## src/rtl/irseq_pkg.sv

```systemverilog
package irseq_pkg;

  typedef enum logic [1:0] {
    MODE_SINGLE = 2'd0,
    MODE_DOUBLE = 2'd1,
    MODE_CDS    = 2'd2,
    MODE_RSVD   = 2'd3
  } seqMode_t;

  typedef enum logic [1:0] {
    OP_IGNORE = 2'd0,
    OP_WRITE  = 2'd1,
    OP_ADD    = 2'd2,
    OP_SUB    = 2'd3
  } accOp_t;

  // strobes from control to the counter datapath
  typedef struct packed {
    logic latch;
    logic clrRead;
    logic incRead;
    logic clrCoadd;
    logic incCoadd;
    logic loadWait;
    logic decWait;
  } seqStrobe_t;

  // status from the datapath back to control
  typedef struct packed {
    seqMode_t mode;
    logic     firstRead;
    logic     lastRead;
    logic     firstCoadd;
    logic     lastArcCoadd;
    logic     lastCdsCoadd;
    logic     waitZero;
  } seqStatus_t;

endpackage

```

## src/rtl/irseq_counters.sv

```systemverilog
module irseq_counters
  import irseq_pkg::*;
#(
  parameter int COADD_W = 16,
  parameter int NDR_W   = 8,
  parameter int TIME_W  = 32
) (
  input  logic               clk,
  input  logic               rstN,
  input  seqStrobe_t         stb,
  input  logic [1:0]         modeIn,
  input  logic [COADD_W-1:0] coaddsIn,
  input  logic [NDR_W-1:0]   ndrIn,
  input  logic [TIME_W-1:0]  itimeIn,
  input  logic [TIME_W-1:0]  frameIn,
  output seqStatus_t         status
);

  localparam int PROD_W = TIME_W + NDR_W;

  seqMode_t           modeQ;
  logic [COADD_W-1:0] coaddsEff;
  logic [NDR_W-1:0]   ndrEff;
  logic [TIME_W-1:0]  itimeQ;
  logic [TIME_W-1:0]  frameQ;
  logic [NDR_W-1:0]   readIdx;
  logic [COADD_W-1:0] coaddIdx;
  logic [TIME_W-1:0]  waitCnt;

  logic [PROD_W-1:0]  readSpan;
  logic [PROD_W-1:0]  itimeWide;
  logic [TIME_W-1:0]  arcWait;
  logic [TIME_W-1:0]  cdsWait;

  // integration wait: arc modes subtract all reads, cds subtracts one frame
  always_comb begin
    readSpan  = PROD_W'(frameQ) * PROD_W'(ndrEff);
    itimeWide = PROD_W'(itimeQ);
    arcWait   = (itimeWide > readSpan) ? TIME_W'(itimeWide - readSpan) : '0;
    cdsWait   = (itimeQ > frameQ) ? (itimeQ - frameQ) : '0;
  end

  always_ff @(posedge clk) begin
    if (!rstN) begin
      modeQ     <= MODE_SINGLE;
      coaddsEff <= COADD_W'(1);
      ndrEff    <= NDR_W'(1);
      itimeQ    <= '0;
      frameQ    <= '0;
    end else if (stb.latch) begin
      modeQ     <= (modeIn == MODE_RSVD) ? MODE_SINGLE : seqMode_t'(modeIn);
      coaddsEff <= (coaddsIn == '0) ? COADD_W'(1) : coaddsIn;
      ndrEff    <= (ndrIn == '0) ? NDR_W'(1) : ndrIn;
      itimeQ    <= itimeIn;
      frameQ    <= frameIn;
    end
  end

  always_ff @(posedge clk) begin
    if (!rstN) begin
      readIdx  <= '0;
      coaddIdx <= '0;
      waitCnt  <= '0;
    end else begin
      if (stb.clrRead)       readIdx <= '0;
      else if (stb.incRead)  readIdx <= readIdx + NDR_W'(1);
      if (stb.clrCoadd)      coaddIdx <= '0;
      else if (stb.incCoadd) coaddIdx <= coaddIdx + COADD_W'(1);
      if (stb.loadWait)      waitCnt <= (modeQ == MODE_CDS) ? cdsWait : arcWait;
      else if (stb.decWait)  waitCnt <= waitCnt - TIME_W'(1);
    end
  end

  always_comb begin
    status.mode         = modeQ;
    status.firstRead    = (readIdx == '0);
    status.lastRead     = (readIdx == ndrEff - NDR_W'(1));
    status.firstCoadd   = (coaddIdx == '0);
    status.lastArcCoadd = (coaddIdx == coaddsEff - COADD_W'(1));
    status.lastCdsCoadd = (coaddIdx == coaddsEff);
    status.waitZero     = (waitCnt == '0);
  end

  // each decrement strobe removes exactly one tick from the wait
  p_wait_step_r5: assert property (@(posedge clk) disable iff (!rstN)
    stb.decWait |=> waitCnt == $past(waitCnt) - TIME_W'(1));

  // the read index never runs past the read count
  p_read_range_r11: assert property (@(posedge clk) disable iff (!rstN)
    !stb.latch |-> readIdx < ndrEff);

endmodule

```

## src/rtl/irseq_fsm.sv

```systemverilog
module irseq_fsm
  import irseq_pkg::*;
(
  input  logic       clk,
  input  logic       rstN,
  input  logic       go,
  input  logic       abort,
  input  logic [1:0] modeIn,
  input  logic       frameDone,
  input  seqStatus_t status,
  output seqStrobe_t stb,
  output logic       resetReq,
  output logic       frameReq,
  output accOp_t     frameOp,
  output accOp_t     pedOp,
  output logic       stampPulse,
  output logic       busy,
  output logic       done,
  output logic       aborted
);

  typedef enum logic [2:0] {
    S_IDLE, S_RESET, S_PED, S_WAIT, S_SAMP, S_CREAD
  } phase_t;

  phase_t state, nxt;
  logic   abortPend;
  logic   abortHit;
  logic   finDone;
  logic   finAbort;
  logic   goAccept;

  assign abortHit = abort | abortPend;
  assign goAccept = (state == S_IDLE) && go;

  always_comb begin
    nxt      = state;
    stb      = '0;
    finDone  = 1'b0;
    finAbort = 1'b0;
    unique case (state)
      S_IDLE: if (go) begin
        stb.latch    = 1'b1;
        stb.clrRead  = 1'b1;
        stb.clrCoadd = 1'b1;
        nxt = (modeIn == MODE_CDS) ? S_CREAD : S_RESET;
      end
      S_RESET: begin
        if (abortHit) finAbort = 1'b1;
        else if (status.mode == MODE_DOUBLE) begin
          nxt         = S_PED;
          stb.clrRead = 1'b1;
        end else begin
          nxt          = S_WAIT;
          stb.loadWait = 1'b1;
        end
      end
      S_PED: if (frameDone) begin
        if (abortHit) finAbort = 1'b1;
        else if (status.lastRead) begin
          nxt          = S_WAIT;
          stb.loadWait = 1'b1;
        end else stb.incRead = 1'b1;
      end
      S_WAIT: begin
        if (abortHit) finAbort = 1'b1;
        else if (status.waitZero) begin
          if (status.mode == MODE_CDS) nxt = S_CREAD;
          else begin
            nxt         = S_SAMP;
            stb.clrRead = 1'b1;
          end
        end else stb.decWait = 1'b1;
      end
      S_SAMP: if (frameDone) begin
        if (abortHit) finAbort = 1'b1;
        else if (status.lastRead) begin
          if (status.lastArcCoadd) finDone = 1'b1;
          else begin
            stb.incCoadd = 1'b1;
            nxt          = S_RESET;
          end
        end else stb.incRead = 1'b1;
      end
      S_CREAD: if (frameDone) begin
        if (abortHit) finAbort = 1'b1;
        else if (status.lastCdsCoadd) finDone = 1'b1;
        else begin
          stb.incCoadd = 1'b1;
          stb.loadWait = 1'b1;
          nxt          = S_WAIT;
        end
      end
      default: nxt = S_IDLE;
    endcase
    if (finDone || finAbort) nxt = S_IDLE;
  end

  always_ff @(posedge clk) begin
    if (!rstN) begin
      state      <= S_IDLE;
      abortPend  <= 1'b0;
      done       <= 1'b0;
      aborted    <= 1'b0;
      stampPulse <= 1'b0;
    end else begin
      state      <= nxt;
      stampPulse <= goAccept;
      if (goAccept) begin
        done      <= 1'b0;
        aborted   <= 1'b0;
        abortPend <= 1'b0;
      end else if (finAbort) begin
        aborted   <= 1'b1;
        abortPend <= 1'b0;
      end else if (finDone) begin
        done <= 1'b1;
      end else if (abort && state != S_IDLE) begin
        abortPend <= 1'b1;
      end
    end
  end

  always_comb begin
    resetReq = (state == S_RESET);
    frameReq = (state == S_PED) || (state == S_SAMP) || (state == S_CREAD);
    busy     = (state != S_IDLE);
    frameOp  = OP_IGNORE;
    pedOp    = OP_IGNORE;
    unique case (state)
      S_PED:  frameOp = (status.firstCoadd && status.firstRead) ? OP_WRITE : OP_SUB;
      S_SAMP: frameOp = (status.mode == MODE_SINGLE && status.firstCoadd &&
                         status.firstRead) ? OP_WRITE : OP_ADD;
      S_CREAD: begin
        frameOp = status.firstCoadd ? OP_IGNORE : OP_ADD;
        pedOp   = status.lastCdsCoadd ? OP_IGNORE : OP_SUB;
      end
      default: ;
    endcase
  end

  p_flags_excl_r8: assert property (@(posedge clk) disable iff (!rstN)
    !(done && aborted));

  p_done_idle_r8: assert property (@(posedge clk) disable iff (!rstN)
    done |-> !busy);

  p_reset_pulse_r2: assert property (@(posedge clk) disable iff (!rstN)
    resetReq |=> !resetReq);

  p_stamp_phase_r6: assert property (@(posedge clk) disable iff (!rstN)
    stampPulse |-> (resetReq || frameReq));

  p_abort_idle_r9: assert property (@(posedge clk) disable iff (!rstN)
    $rose(aborted) |-> !busy && !frameReq);

  p_frame_hold_r7: assert property (@(posedge clk) disable iff (!rstN)
    (frameReq && !frameDone) |=> frameReq);

endmodule

```

## src/rtl/ir_exposure_sequencer.sv

```systemverilog
module ir_exposure_sequencer
  import irseq_pkg::*;
#(
  parameter int COADD_W = 16,
  parameter int NDR_W   = 8,
  parameter int TIME_W  = 32
) (
  input  logic               clk,
  input  logic               rstN,
  input  logic [1:0]         mode,
  input  logic [COADD_W-1:0] coadds,
  input  logic [NDR_W-1:0]   ndr,
  input  logic [TIME_W-1:0]  itimeTicks,
  input  logic [TIME_W-1:0]  frameTicks,
  input  logic               go,
  input  logic               abort,
  input  logic               frameDone,
  output logic               resetReq,
  output logic               frameReq,
  output logic [1:0]         frameOp,
  output logic [1:0]         pedOp,
  output logic               stampPulse,
  output logic               busy,
  output logic               done,
  output logic               aborted
);

  seqStrobe_t stb;
  seqStatus_t status;
  accOp_t     frameOpE;
  accOp_t     pedOpE;

  irseq_counters #(
    .COADD_W(COADD_W), .NDR_W(NDR_W), .TIME_W(TIME_W)
  ) counters_i (
    .clk(clk), .rstN(rstN), .stb(stb), .modeIn(mode), .coaddsIn(coadds),
    .ndrIn(ndr), .itimeIn(itimeTicks), .frameIn(frameTicks), .status(status)
  );

  irseq_fsm fsm_i (
    .clk(clk), .rstN(rstN), .go(go), .abort(abort), .modeIn(mode),
    .frameDone(frameDone), .status(status), .stb(stb), .resetReq(resetReq),
    .frameReq(frameReq), .frameOp(frameOpE), .pedOp(pedOpE),
    .stampPulse(stampPulse), .busy(busy), .done(done), .aborted(aborted)
  );

  assign frameOp = frameOpE;
  assign pedOp   = pedOpE;

  p_ops_quiet_r7: assert property (@(posedge clk) disable iff (!rstN)
    !frameReq |-> (frameOp == 2'd0 && pedOp == 2'd0));

endmodule

```

## config.mk

```make
export PLATFORM = sky130hd
export DESIGN_NAME = ir_exposure_sequencer
export DESIGN_NICKNAME = d
export VERILOG_FILES = /design/src/rtl/irseq_pkg.sv /design/src/rtl/irseq_counters.sv /design/src/rtl/irseq_fsm.sv /design/src/rtl/ir_exposure_sequencer.sv
export SDC_FILE = /design/constraint.sdc
export NUM_CORES = 1
export LEC_CHECK = 0
export CAP_MARGIN = 20
export CORE_MARGIN = 2
export CORE_UTILIZATION = 65
export CTS_CLUSTER_DIAMETER = 120
export DETAILED_ROUTE_END_ITERATION = 10
export GPL_TIMING_DRIVEN = 0
export HOLD_SLACK_MARGIN = 0.12
export PLACE_DENSITY = 0.86
export SETUP_SLACK_MARGIN = 0.5
export SYNTH_ARGS = -nofsm -noshare
export SYNTH_HDL_FRONTEND = slang
export SYNTH_SLANG_ARGS = --single-unit
```

## constraint.sdc

```tcl
create_clock -name clk -period 14.45 [get_ports clk]
set_input_delay 2.89 -clock clk [delete_from_list [all_inputs] [get_ports clk]]
set_output_delay 2.89 -clock clk [all_outputs]
set_load 0.03 [all_outputs]
```

==> results of run 1 <==
-- sequential cells by signal, summed over array words and instances (netlist names) --
signal and flops:
counters_i.frameQ 32, counters_i.itimeQ 32, counters_i.waitCnt 32, counters_i.coaddIdx 16, counters_i.coaddsEff 16, counters_i.ndrEff 8, counters_i.readIdx 8, fsm_i.state 3
counters_i.modeQ 2, fsm_i.abortPend 1, fsm_i.aborted 1, fsm_i.done 1, fsm_i.stampPulse 1
-- routing by layer --
metal,track usage,up-vias
li1,-,8176
met1,0.557,8748
met2,0.622,974
met3,0.0844,164
met4,0.183,0
met5,0,-
-- worst register-to-register path: cells and delay by family, from the launching register on --
| kind | cells | cell delay (ps) |
|---|---|---|
| AO/OA/AOI/OAI | 10 | 2410 |
| XOR/XNOR | 1 | 250 |
| flip-flops | 1 | 300 |
| AND/OR/NAND/NOR | 6 | 1770 |
| buffers and inverters | 7 | 1530 |
| adder cells (fa/ha/maj) | 6 | 2970 |
-- final timing paths --
kind,start,end,slack (ps),cells past startpoint
worst max-delay path,counters_i.ndrEff[6],counters_i.waitCnt[28],5120,30
worst max register to register,counters_i.ndrEff[6],counters_i.waitCnt[28],5120,30
worst min-delay path,fsm_i.aborted,fsm_i.aborted,460,2
worst min register to register,fsm_i.aborted,fsm_i.aborted,460,2
-- per-stage QoR --
stage / util / power, mW / worst slack, ps / hold WS [ps] / cells
floorplan: - / 2.43 / 7390 / 455 / 2341
global placement: 0.714 / 3.09 / 5650 / 435 / 2829
detailed placement: 0.715 / 3.13 / 5470 / 442 / 2830
CTS: 0.735 / 3.64 / 5410 / 457 / 2861
global route: 0.735 / 3.97 / 4770 / 480 / 2861
finish: 0.735 / 3.72 / 5120 / 456 / 2861
-- logic make-up after synthesis --
logic type / Yosys count / synth area share
AND/OR/NAND/NOR: 782 / 0.209
AO/OA/AOI/OAI: 546 / 0.192
buffers and inverters: 378 / 0.0803
adder cells (fa/ha/maj): 313 / 0.278
XOR/XNOR: 162 / 0.0748
flip-flops: 153 / 0.161
multiplexers: 7 / 0.00442
-- power groups by stage --
stage | logic [mW] | clock network [mW] | registers [mW]
floorplan | 1.84 | 0 | 0.584
global placement | 2.47 | 0 | 0.618
finish | 2.62 | 0.477 | 0.620
global route | 2.85 | 0.489 | 0.628
detailed placement | 2.51 | 0 | 0.622
CTS | 2.55 | 0.474 | 0.614
-- cells in the final DEF (no fill, tap or decap), drive strengths merged, types with 14 or more instances in the layout --
| master | n |
|---|---|
| a211oi | 34 |
| xor2 | 77 |
| inv | 273 |
| buf | 34 |
| a31oi | 19 |
| nor3 | 41 |
| ha | 131 |
| a21o | 44 |
| nand3 | 42 |
| xnor2 | 85 |
| clkbuf | 94 |
| o21bai | 14 |
| nand2b | 16 |
| and2 | 168 |
| a21oi | 134 |
| nand2 | 233 |
| a221oi | 22 |
| nand4 | 24 |
| o21ai | 128 |
| fa | 182 |
| a22o | 52 |
| nor4 | 26 |
| o21a | 16 |
| nor2 | 161 |
| clkdlybuf4s50 | 104 |
| dfxtp | 153 |
-- cell type report --
| cell class | count | area, µm² | share of cell area |
|---|---|---|---|
| Sequential cell | 153 | 3060 | 0.145 |
| Multi-Input combinational cell | 1810 | 14400 | 0.682 |
| Clock buffer | 19 | 453 | 0.0215 |
| Tap cell | 384 | 480 | 0.0228 |
| Clock inverter | 12 | 139 | 0.00658 |
| Inverter | 269 | 1010 | 0.0479 |
| Buffer | 109 | 514 | 0.0244 |
| Timing Repair Buffer | 105 | 1050 | 0.0497 |
==> run summary, run 1 <==
## Route
• **First DRT Iteration DRCs** 1820
• **total wirelength of the detailed-routed design** 60.9 mm
• **wire per inst** 21.3 µm
• **uppermost metal layer occupied by signal nets** met4
• **average vias per placed instance** 6.31
• **DRT Pass-1 Iters** 5
• **antenna viol nets, final** 0
• **length of routed met2 wiring** 26.6 mm
• **detailed-route wire length on metal 1** 25.4 mm
• **DRC errors left** 0
• **Met3 Routed Length** 6.00 mm
• **vias after detailed routing** 18100

## Logic synthesis
• **list of most frequent post-synthesis cells** sky130_fd_sc_hd__inv_1 (267), sky130_fd_sc_hd__nand2_1 (232), sky130_fd_sc_hd__fa_1 (182), sky130_fd_sc_hd__and2_1 (168), sky130_fd_sc_hd__nor2_1 (161)
• **number of distinct standard cells referenced by the synthesized netlist** 92
• **number of synthesized flops with an enable pin** 0
• **warnings from Yosys** 0
• **mean instance size in the synthesized netlist** 8.11 µm²
• **most common cell in the netlist** sky130_fd_sc_hd__inv_1
• **ys flop type** sky130_fd_sc_hd__dfxtp_1
• **async set or reset register ratio after synthesis** 0
• **post-synthesis sequential area ratio** 0.161
• **synth top area cells** sky130_fd_sc_hd__fa_1 (19%), sky130_fd_sc_hd__dfxtp_1 (16%), sky130_fd_sc_hd__ha_1 (8.6%), sky130_fd_sc_hd__and2_1 (5.5%), sky130_fd_sc_hd__inv_1 (5.3%)
• **Yosys top cell area share** 0.192
• **net count of the mapped netlist** 2749
• **post-synthesis register bit count** 153
• **post-synthesis instance area** 0.0190 mm²
• **Post-Synthesis Cells** 2341
• **cell accounting for the most synthesized area** sky130_fd_sc_hd__fa_1

## Clock tree
• **number of gates resized after CTS** 0
• **# clock sinks** 153
• **clock tree from TritonCTS** done
• **clk buf depth** 2
• **Setup Buffers After CTS** 0
• **total of hold buffers inserted after clock tree synthesis** 0
• **register clock-pin slew on the reported worst setup and hold paths** 70 ps
• **Clock Latency Late Sink** 470 ps
• **clock buffers created by TritonCTS** 17
• **number of H-tree branching levels** 4
• **CTS root buffer** sky130_fd_sc_hd__clkbuf_16

## Outcome
• **run status** complete, no violations

## STA
• **headroom to the max-slew limit** 0.227
• **final hold viol count** 0
• **Final TNS setup** 0 ps
• **transition time of the tightest slew-check pin** 1160 ps
• **unrepaired setup endpoints after global routing** false
• **share of the clock period used by the worst path** 0.646
• **fmax** 0.107 GHz
• **final worst path period need** 9330 ps
• **Slew Limit Fails** 0
• **Worst Clk Skew** 16.2 ps
• **setup violators final** 0

## Critical path
• **Critical Path RT** 14810 ps
• **max incr delay on CP** 700 ps
• **crit path max fanout** 10
• **cell family contributing the most delay on the critical path** adder cells
• **library cell appearing most often on the critical path** sky130_fd_sc_hd__fa_1
• **critical path buffer and inverter count** 7
• **CP endpoint kind** flip-flop
• **category of the worst setup path launch point** flip-flop
• **type of the worst setup path** reg -> reg
• **arrival time of the worst setup path** 9690 ps
• **Critical Path Slowest Stage Cell** sky130_fd_sc_hd__clkbuf_1

## Cells and area
• **Post-Layout Inst Area** 0.0211 mm²
• **fraction of final layout cells sized beyond drive strength 1** 0.0448
• **synthesis-to-layout area growth** 11.2%
• **count of nets after finishing** 2873
• **number of fill cells in the layout** 2183
• **antenna cell count** 0

## Floorplan
• **effective utilization at floorplan** 0.661
• **die extent in y** 175 µm
• **count of standard-cell rows** 62
• **area of the core region** 0.0287 mm²
• **overall die area** 0.0306 mm²
• **Die X-Extent** 175 µm
• **Ports** 105

## Power and ir drop
• **Internal Pwr Total** 1.75 mW
• **static leakage power** 9.55 nW
• **switching portion of total power** 0.529
• **Power Dens Cells** 176 mW/mm²
• **proportion of power drawn by the clock network** 0.128
• **peak supply drop** 0.150 mV
• **Sw Pwr** 1.97 mW
• **sequential share of power** 0.167
• **combinational share of power** 0.705

## Placement
• **post-detail-place hpwl** 48.2 mm
• **global placer's final weighted congestion** 1.00
• **number of port buffers** 104
• **placed inst area** 0.0205 mm²

## Global route
• **number of global-route vias before repair** 17800
• **number of antenna violations at the first check in global routing** 0
• **sum of overflow across all layers after global routing** 0
• **first-pass GRT wire length** 97.0 mm
• **maximum number of pins on one net before global-route repair** 17
• **overall routing resource usage** 0.406

## Flow run
• **MaxCap Viol Count** 0

## Hold path
• **class of the tightest hold or removal check** reg -> reg

Power figures use the tool's default switching activity.
==> inputs of run 2 (changes only) <==
--- a/config.mk
+++ b/config.mk
@@ -7,12 +7,12 @@
 export LEC_CHECK = 0
 export CAP_MARGIN = 20
 export CORE_MARGIN = 2
-export CORE_UTILIZATION = 65
+export CORE_UTILIZATION = 63
 export CTS_CLUSTER_DIAMETER = 120
 export DETAILED_ROUTE_END_ITERATION = 10
 export GPL_TIMING_DRIVEN = 0
 export HOLD_SLACK_MARGIN = 0.12
-export PLACE_DENSITY = 0.86
+export PLACE_DENSITY = 0.83
 export SETUP_SLACK_MARGIN = 0.5
 export SYNTH_ARGS = -nofsm -noshare
 export SYNTH_HDL_FRONTEND = slang
==> constraint.sdc (replaced) <==
create_clock -name clk -period 9.7 [get_ports clk]
set_input_delay 1.94 -clock clk [delete_from_list [all_inputs] [get_ports clk]]
set_output_delay 1.94 -clock clk [all_outputs]
set_load 0.03 [all_outputs]
==> run summary, run 2 (synthesis results as in run 1) <==
## Outcome
• **run status** complete, no violations

## Critical path
• **critical path buffer and inverter count** 7
• **Worst path depth** 31
• **category of the worst setup path launch point** flip-flop
• **CP endpoint kind** flip-flop
• **library cell appearing most often on the critical path** sky130_fd_sc_hd__fa_1
• **length in cells of the worst reg-to-reg path** 31
• **arrival time of the worst setup path** 9210 ps
• **Critical Path Slowest Stage Cell** sky130_fd_sc_hd__fa_1
• **Critical Path RT** 10010 ps
• **max incr delay on CP** 560 ps
• **crit path max fanout** 10
• **cell family contributing the most delay on the critical path** adder cells
• **type of the worst setup path** reg -> reg

## Power and ir drop
• **overall power of the completed layout** 5.58 mW
• **peak supply drop** 0.277 mV
• **static leakage power** 9.59 nW
• **Power Dens Cells** 264 mW/mm²

## STA
• **unrepaired setup endpoints after global routing** false
• **fmax** 0.112 GHz
• **final hold viol count** 0
• **Worst Clk Skew** 13.1 ps
• **transition time of the tightest slew-check pin** 950 ps
• **post-route worst setup slack** 808 ps
• **Slew Limit Fails** 0
• **Final TNS setup** 0 ps
• **headroom to the max-slew limit** 0.367
• **final worst path period need** 8890 ps
• **setup violators final** 0
• **share of the clock period used by the worst path** 0.917

## Clock tree
• **clock buffers created by TritonCTS** 17
• **number of H-tree branching levels** 4
• **Clock Latency Late Sink** 460 ps
• **clk buf depth** 2
• **CTS root buffer** sky130_fd_sc_hd__clkbuf_16
• **# clock sinks** 153
• **Setup Buffers After CTS** 0
• **clock tree from TritonCTS** done
• **register clock-pin slew on the reported worst setup and hold paths** 70 ps

## Cells and area
• **commonest non-fill, non-tap cells in the layout** sky130_fd_sc_hd__inv_1 (267), sky130_fd_sc_hd__nand2_1 (232), sky130_fd_sc_hd__fa_1 (182), sky130_fd_sc_hd__and2_1 (168), sky130_fd_sc_hd__nor2_1 (161)
• **most common cell after layout, fill and taps aside** sky130_fd_sc_hd__inv_1
• **count of nets after finishing** 2873
• **number of fill cells in the layout** 2377
• **synthesis-to-layout area growth** 11.5%
• **fraction of final layout cells sized beyond drive strength 1** 0.0484
• **registers with the most flip-flops** counters_i.frameQ x32, counters_i.itimeQ x32, counters_i.waitCnt x32

## Floorplan
• **effective utilization at floorplan** 0.640
• **Ports** 105
• **count of standard-cell rows** 63
• **area of the core region** 0.0296 mm²
• **overall die area** 0.0315 mm²
• **Die X-Extent** 178 µm
• **die extent in y** 178 µm

## Global route
• **number of antenna violations at the first check in global routing** 1
• **number of global-route vias before repair** 17300
• **maximum number of pins on one net before global-route repair** 17
• **first-pass GRT wire length** 94.8 mm
• **overall routing resource usage** 0.392
• **sum of overflow across all layers after global routing** 0

## Placement
• **global placer's final weighted congestion** 0.965
• **post-detail-place hpwl** 48.3 mm
• **worst setup timing slack at the placement stage** 786 ps
• **number of port buffers** 104

## Route
• **vias after detailed routing** 17900
• **average vias per placed instance** 6.23
• **wire per inst** 20.9 µm
• **antenna viol nets, final** 0
• **DRC errors left** 0
• **First DRT Iteration DRCs** 1811
• **DRT Pass-1 Iters** 5
• **total wirelength of the detailed-routed design** 60.0 mm

## Flow run
• **MaxCap Viol Count** 0

## Hold path
• **number of cells on the worst hold path** 2
• **class of the tightest hold or removal check** reg -> reg

run 2: cell count changes in the layout (fill, tap and decap cells not counted), sizes merged:
cell and change:
clkbuf +1, bufinv +1, inv -2, clkinv +1, diode +1
run 2: what timing repair did:
action,in CTS,in global routing
hold buffers,0,0
endpoints found under the setup margin,0,31
resized for setup,0,20
run 2: layout make-up:
class | count | area, µm² | area share
multi-input cells | 1810 | 14400 | 0.681
flip-flops and latches | 153 | 3060 | 0.145
repair buffers | 105 | 1050 | 0.0496
inverters | 269 | 1010 | 0.0477
plain buffers | 109 | 526 | 0.0248
well taps | 390 | 488 | 0.0231
clock buffers | 20 | 447 | 0.0211
clock inverters | 12 | 168 | 0.00792
diodes | 1 | 2.50 | 0.000118
run 2: worst paths after layout:
kind	startpoint	to	slack, ps
max	counters_i.ndrEff[6]	counters_i.waitCnt[4]	810
min	fsm_i.done	fsm_i.done	460
max reg2reg	counters_i.ndrEff[6]	counters_i.waitCnt[4]	810
min reg2reg	fsm_i.done	fsm_i.done	460
run 2: metrics by stage:
step	cell area [µm²]	util	hold slack, ps	cells
final	21200	0.714	455	2869
after global routing	21200	0.714	483	2868
after CTS	21100	0.713	460	2868
after detailed placement	20500	0.692	445	2836
after global placement	20500	0.692	436	2835
after floorplan	19000	-	455	2341
run 2: worst min-delay path, cell delays in order, from the launching register on:
cell                      delay [ps]
sky130_fd_sc_hd__dfxtp_1         310
sky130_fd_sc_hd__inv_1            50
sky130_fd_sc_hd__a21oi_1          50
run 2: where the power goes:
group | internal [mW] | total (mW) | leakage, nW | switching, mW
Sequential | 0.757 | 0.928 | 1.25 | 0.171
Combinational | 1.46 | 3.94 | 8.05 | 2.47
Clock | 0.415 | 0.716 | 0.289 | 0.301
Total | 2.64 | 5.58 | 9.59 | 2.95
run 2: routing by layer:
| metal | GRT usage | wire (µm) | vias to the layer above |
|---|---|---|---|
| li1 | - | - | 8192 |
| met1 | 0.536 | 25000 | 8551 |
| met2 | 0.604 | 26800 | 965 |
| met3 | 0.0750 | 5660 | 152 |
| met4 | 0.172 | 2550 | 0 |
| met5 | 0 | 0 | - |
